## src/rtl/cfg_guard_pkg.sv

```systemverilog
package cfg_guard_pkg;
  typedef enum logic [1:0] {
    LK_CLOSED = 2'd0,
    LK_HALF   = 2'd1,
    LK_OPEN   = 2'd2
  } lock_state_e;

  localparam int ST_W     = 4;
  localparam int ST_INIT  = 0;
  localparam int ST_ACK   = 1;
  localparam int ST_SYNC  = 2;
  localparam int ST_INITS = 3;
endpackage

```

## src/rtl/cfg_guard_key_fsm.sv

```systemverilog
module cfg_guard_key_fsm
  import cfg_guard_pkg::*;
#(
  parameter int          KW    = 8,
  parameter logic [KW-1:0] KEY_1 = 8'hCA,
  parameter logic [KW-1:0] KEY_2 = 8'h53
) (
  input  logic          clk_i,
  input  logic          rst_ni,
  input  logic          key_wr_i,
  input  logic [KW-1:0] key_i,
  output logic          unlocked_o
);
  lock_state_e state_q, state_d;

  always_comb begin
    state_d = state_q;
    if (key_wr_i) begin
      if (key_i == KEY_1)                              state_d = LK_HALF;
      else if (state_q == LK_HALF && key_i == KEY_2)   state_d = LK_OPEN;
      else                                             state_d = LK_CLOSED;
    end
  end

  always_ff @(posedge clk_i or negedge rst_ni) begin
    if (!rst_ni) state_q <= LK_CLOSED;
    else         state_q <= state_d;
  end

  assign unlocked_o = (state_q == LK_OPEN);
endmodule

```

## src/rtl/cfg_guard_init_ctrl.sv

```systemverilog
module cfg_guard_init_ctrl #(
  parameter int ACK_CYC = 2
) (
  input  logic clk_i,
  input  logic rst_ni,
  input  logic req_wr_i,
  input  logic req_val_i,
  input  logic cal_tick_i,
  output logic req_o,
  output logic ack_o
);
  localparam int CW = $clog2(ACK_CYC + 1);

  logic          req_q, req_d, ack_q;
  logic [CW-1:0] cnt_q;

  assign req_d = req_wr_i ? req_val_i : req_q;

  always_ff @(posedge clk_i or negedge rst_ni) begin
    if (!rst_ni) begin
      req_q <= 1'b0;
      ack_q <= 1'b0;
      cnt_q <= '0;
    end else begin
      req_q <= req_d;
      if (!req_d) begin
        ack_q <= 1'b0;
        cnt_q <= '0;
      end else if (req_q && !ack_q && cal_tick_i) begin
        // count ticks strictly after the request was registered
        if (cnt_q == CW'(ACK_CYC - 1)) ack_q <= 1'b1;
        cnt_q <= cnt_q + 1'b1;
      end
    end
  end

  assign req_o = req_q;
  assign ack_o = ack_q;
endmodule

```

## src/rtl/cfg_guard_sync_flag.sv

```systemverilog
module cfg_guard_sync_flag (
  input  logic clk_i,
  input  logic rst_ni,
  input  logic clr_i,
  input  logic sec_tick_i,
  input  logic freeze_i,
  output logic sync_o
);
  logic sync_q;

  always_ff @(posedge clk_i or negedge rst_ni) begin
    if (!rst_ni)                        sync_q <= 1'b0;
    else if (clr_i)                     sync_q <= 1'b0;
    else if (sec_tick_i && !freeze_i)   sync_q <= 1'b1;
  end

  assign sync_o = sync_q;
endmodule

```

## src/rtl/cfg_guard.sv

```systemverilog
module cfg_guard
  import cfg_guard_pkg::*;
#(
  parameter int            AW        = 6,
  parameter int            DW        = 32,
  parameter int            KW        = 8,
  parameter int            YW        = 8,
  parameter logic [AW-1:0] KEY_ADDR  = 6'h09,
  parameter logic [AW-1:0] STAT_ADDR = 6'h03,
  parameter logic [KW-1:0] KEY_1     = 8'hCA,
  parameter logic [KW-1:0] KEY_2     = 8'h53,
  parameter int            ACK_CYC   = 2,
  parameter logic [YW-1:0] YEAR_RST  = '0
) (
  input  logic            clk_i,
  input  logic            rst_ni,
  input  logic            wr_en_i,
  input  logic [AW-1:0]   wr_addr_i,
  input  logic [DW-1:0]   wr_data_i,
  input  logic            cal_tick_i,
  input  logic            sec_tick_i,
  input  logic [YW-1:0]   year_i,
  output logic            prot_we_o,
  output logic            load_we_o,
  output logic            freeze_o,
  output logic            unlocked_o,
  output logic [ST_W-1:0] status_o
);
  logic key_wr, unlocked, stat_wr, req, ack, sync;

  assign key_wr  = wr_en_i && (wr_addr_i == KEY_ADDR);
  assign stat_wr = wr_en_i && (wr_addr_i == STAT_ADDR) && unlocked;

  cfg_guard_key_fsm #(.KW(KW), .KEY_1(KEY_1), .KEY_2(KEY_2)) u_key (
    .clk_i      (clk_i),
    .rst_ni     (rst_ni),
    .key_wr_i   (key_wr),
    .key_i      (wr_data_i[KW-1:0]),
    .unlocked_o (unlocked)
  );

  cfg_guard_init_ctrl #(.ACK_CYC(ACK_CYC)) u_init (
    .clk_i      (clk_i),
    .rst_ni     (rst_ni),
    .req_wr_i   (stat_wr),
    .req_val_i  (wr_data_i[ST_INIT]),
    .cal_tick_i (cal_tick_i),
    .req_o      (req),
    .ack_o      (ack)
  );

  cfg_guard_sync_flag u_sync (
    .clk_i      (clk_i),
    .rst_ni     (rst_ni),
    .clr_i      (stat_wr && !wr_data_i[ST_SYNC]),
    .sec_tick_i (sec_tick_i),
    .freeze_i   (ack),
    .sync_o     (sync)
  );

  assign prot_we_o  = wr_en_i && unlocked && !key_wr;
  assign load_we_o  = prot_we_o && ack && (wr_addr_i != STAT_ADDR);
  assign freeze_o   = ack;
  assign unlocked_o = unlocked;

  always_comb begin
    status_o           = '0;
    status_o[ST_INIT]  = req;
    status_o[ST_ACK]   = ack;
    status_o[ST_SYNC]  = sync;
    status_o[ST_INITS] = (year_i != YEAR_RST);
  end
endmodule

```

## config.mk

```make
export PLATFORM = sky130hd
export DESIGN_NAME = cfg_guard
export DESIGN_NICKNAME = d
export VERILOG_FILES = /design/src/rtl/cfg_guard_pkg.sv /design/src/rtl/cfg_guard_key_fsm.sv /design/src/rtl/cfg_guard_init_ctrl.sv /design/src/rtl/cfg_guard_sync_flag.sv /design/src/rtl/cfg_guard.sv
export SDC_FILE = /design/constraint.sdc
export NUM_CORES = 1
export LEC_CHECK = 0
export ABC_AREA = 1
export ABC_CLOCK_PERIOD_IN_PS = 1600
export BUFFER_PORTS_ARGS = -buffer_cell sky130_fd_sc_hd__buf_2
export CAP_MARGIN = 20
export CORE_UTILIZATION = 35
export DETAILED_ROUTE_END_ITERATION = 6
export GPL_ROUTABILITY_DRIVEN = 1
export GPL_TIMING_DRIVEN = 0
export PLACE_DENSITY = 0.83
export SYNTH_ARGS = -nofsm -noshare
export SYNTH_HDL_FRONTEND = slang
export SYNTH_HIERARCHICAL = 1
export SYNTH_SLANG_ARGS = --single-unit
```

## constraint.sdc

```tcl
create_clock -name clk_i -period 1.6 [get_ports clk_i]
set_input_delay 0.32 -clock clk_i [delete_from_list [all_inputs] [get_ports clk_i]]
set_output_delay 0.32 -clock clk_i [all_outputs]
set_load 0.05 [all_outputs]
```

==> results.txt <==
----------------------------------------------------
[Final layout]
  Finished Layout Cells ... 144
  Post-layout net count ... 182
  Share of post-route cells with drive strength above 1 ... 41.09%
  Area delta synth->final ... 55.58%
  Final core area utilization ... 60.70%
  Antenna diode count ... 0

[Power and ir drop]
  Total power draw ... 392.3 uW
  Worst VDD drop ... 0.0004154 V
  Cell Pwr Density ... 478.7 nW/um^2
  Leakage ... 0.0004849 uW

[Clock network]
  CTS clock-pin slew for the worst setup and hold paths ... 50 ps
  Total number of clock tree sinks ... 7
  Clock tree from TritonCTS ... built
  CTS root buf ... clkbuf_4
  Insertion delay of the later-clocked pin in the worst-skew pair ... 250 ps
  Inserted Clock Buffers ... 3
  CTS H-tree depth ... 1
  Max clock buf depth ... 2

[Placed design]
  Placer's final routability congestion estimate ... 0.7852
  DPL Wire Length ... 1050 um
  Cells after DPL ... 136
  Total of buffers placed on input and output ports ... 34

[Timing]
  Final critical-path share of the clock period ... 98.07%
  Period minus WS final ... 1569 ps
  Clock skew ... 7.257 ps
  Worst slew margin ... 83.33%
  Worst-Margin Slew ... 251.8 ps
  Maximum frequency from static timing analysis ... 637.3 MHz
  Final number of max-transition violations ... 0
  Number of hold violations in the final report ... 0
  Unrepaired setup endpoints after global routing ... yes
  Final setup viols ... 0

[Synthesis]
  Sequential cell area fraction in the yosys report ... 33.25%
  Area of the mapped netlist ... 526.8 sq um
  Number of distinct library cells after synthesis ... 12
  Synth Net Count ... 139
  Number of enable-type register cells in the synthesized netlist ... 0
  Flops & latches, synth ... 7
  Portion of synthesized cell area occupied by the leading cell type ... 33.25%
  Primary flip-flop cell chosen by synthesis mapping ... dfrtp_1
  Dominant cell type by area after synthesis ... dfrtp_1
  Async set-or-reset flop fraction in the synthesized netlist ... 100.0%
  Cell types occupying the most area after synthesis ... dfrtp_1 (33%), nand2_1 (19%), inv_1 (14%)
  Number of synthesis warnings ... 6
  Synthesized area per cell ... 6.055 sq um
  Leading cell type by number of instances after synthesis ... nand2_1
  Top cells by instance count after synthesis ... nand2_1 (26), inv_1 (19), nor2_1 (17), nand3_1 (9), dfrtp_1 (7)
  Number of instances in the synthesized netlist ... 87

[Routing]
  Total DRC errors in the routed layout ... 0
  First-iteration detailed-routing DRC count ... 5
  Via Count ... 647
  Average vias per placed instance ... 4.493
  Routed len/inst ... 9.083 um
  Detail Route Antenna Nets ... 0
  First-pass detailed-route iteration total ... 4
  Total wirelength of the detailed-routed design ... 1308 um

[Global route]
  Via count of the first global-routing pass ... 503
  Number of antenna violations at the first check in global routing ... 0
  Pin count of the biggest net entering global routing ... 8
  Global Route Usage Sum ... 18.01%
  Global route total overflow ... 0
  Wire length of the first global-routing pass ... 1835 um

[Critical path]
  Ordered list of cells on the worst path ... inv_2 > nor2_4 > nand2_2 > inv_2 > nand2_4 > nor2_4 > buf_8
  Kind of capture point of the worst setup path ... primary output
  Critical-path maximum fanout ... 3
  Data arrival time at the worst-slack endpoint ... 1250 ps
  Critical path start-end classification ... flop to primary output
  Startpoint type of the worst setup path ... flop
  Slowest stage delay, CP ... 360 ps
  Highest-delay cell along the critical path ... dfrtp_1
  Required time at the endpoint of the critical path ... 1280 ps

[Worst hold path]
  Hold Path Class ... input pin to flop

[Floorplan]
  Die height ... 40.80 um
  Standard cell core area ... 1350 sq um
  Total I/O pin count ... 59
  Die Footprint ... 1664 sq um
  Width of the die ... 40.80 um
  Cell Rows ... 13
  Initial cell density of the core ... 39.02%

[Run status]
  Run status ... finished clean

[Flow run]
  Total of max-cap violations ... 0

----------------------------------------------------
what timing repair did:
action | CTS | global route
setup endpoints to repair | 2 | 2
hold buffers | 1 | 0
gates resized for setup | 7 | 3
endpoints found under the hold margin | 7 | 0
setup buffers | 1 | 2
pin swaps | 1 | 3
gates cloned | 0 | 0
final timing paths:
check | from | end | slack, ps | cells after the start
hold / removal | sec_tick_i | u_sync/sync_o | 320 | 3
hold reg to reg | u_key/state_q[1] | u_key/state_q[1] | 520 | 2
min in group asynchronous | rst_ni | u_init/cnt_q[0] | 440 | 2
setup / recovery | u_key/state_q[1] | load_we_o | 30 | 7
setup reg to reg | u_key/state_q[1] | u_init/cnt_q[1] | 410 | 9
max in group asynchronous | rst_ni | u_key/state_q[0] | 1000 | 2
area by class of cell:
cell class              instances  area [sq um]
well taps                      15         18.77
plain buffers                   3         22.52
multi-input cells              58         282.8
inverters                      19         75.07
flip-flops and latches          7         175.2
clock buffers                   4         26.28
fillers                       127         530.5
repair buffers                 38         219.0
where the power goes:
| part | switching [uW] | internal, uW | total (uW) |
|---|---|---|---|
| logic | 26.6 | 31.2 | 57.9 |
| registers | 0.0524 | 177 | 177 |
| clock network | 62.0 | 94.9 | 157 |
| total | 88.7 | 304 | 392 |
registers in the layout, indices dropped and copies added (netlist names):
register / flops
u_init/cnt_q: 2
u_sync/sync_o: 1
u_init/ack_o: 1
u_init/req_o: 1
u_key/state_q: 2
logic make-up after synthesis:
| logic type | Yosys count | synth area share [%] |
|---|---|---|
| flops | 7 | 33.25 |
| buf+inv | 22 | 17.81 |
| fa+ha+maj | 1 | 2.375 |
| compound gates | 1 | 1.663 |
| simple gates | 56 | 44.89 |
worst max-delay path, delay by kind of cell (launching register included):
family | cells | cell delay [ps]
buffers and inverters | 3 | 280
AND/OR/NAND/NOR | 4 | 370
flip-flops | 1 | 360
layer usage:
metal	routed length, um	up-vias	global-route usage [%]
li1	-	339	-
met1	502	275	16.39
met2	697	31	32.42
met3	86	2	4.891
met4	22	0	15.00
met5	0	-	0
metrics by stage:
stage	cell area (sq um)	worst slack, ps	hold WS [ps]	setup TNS, ps
after global placement	734.5	145.9	155.6	0
after global routing	819.5	-45.23	323.1	-45.23
after detailed placement	734.5	88.72	159.8	0
final	819.5	30.84	323.9	0
after floorplan	545.5	-41.65	24.41	-41.65
after CTS	795.8	9.808	314.2	0
placed cells by master (no fill, tap or decap), types with 2 or more instances in the layout:
| master | n |
|---|---|
| nand3_1 | 9 |
| clkbuf_4 | 3 |
| nor2_1 | 15 |
| nand2_2 | 2 |
| buf_4 | 6 |
| buf_2 | 32 |
| inv_2 | 2 |
| dfrtp_1 | 7 |
| inv_1 | 16 |
| nor2_4 | 2 |
| nand2_1 | 24 |
No activity file was read; power rests on OpenSTA's default activity.
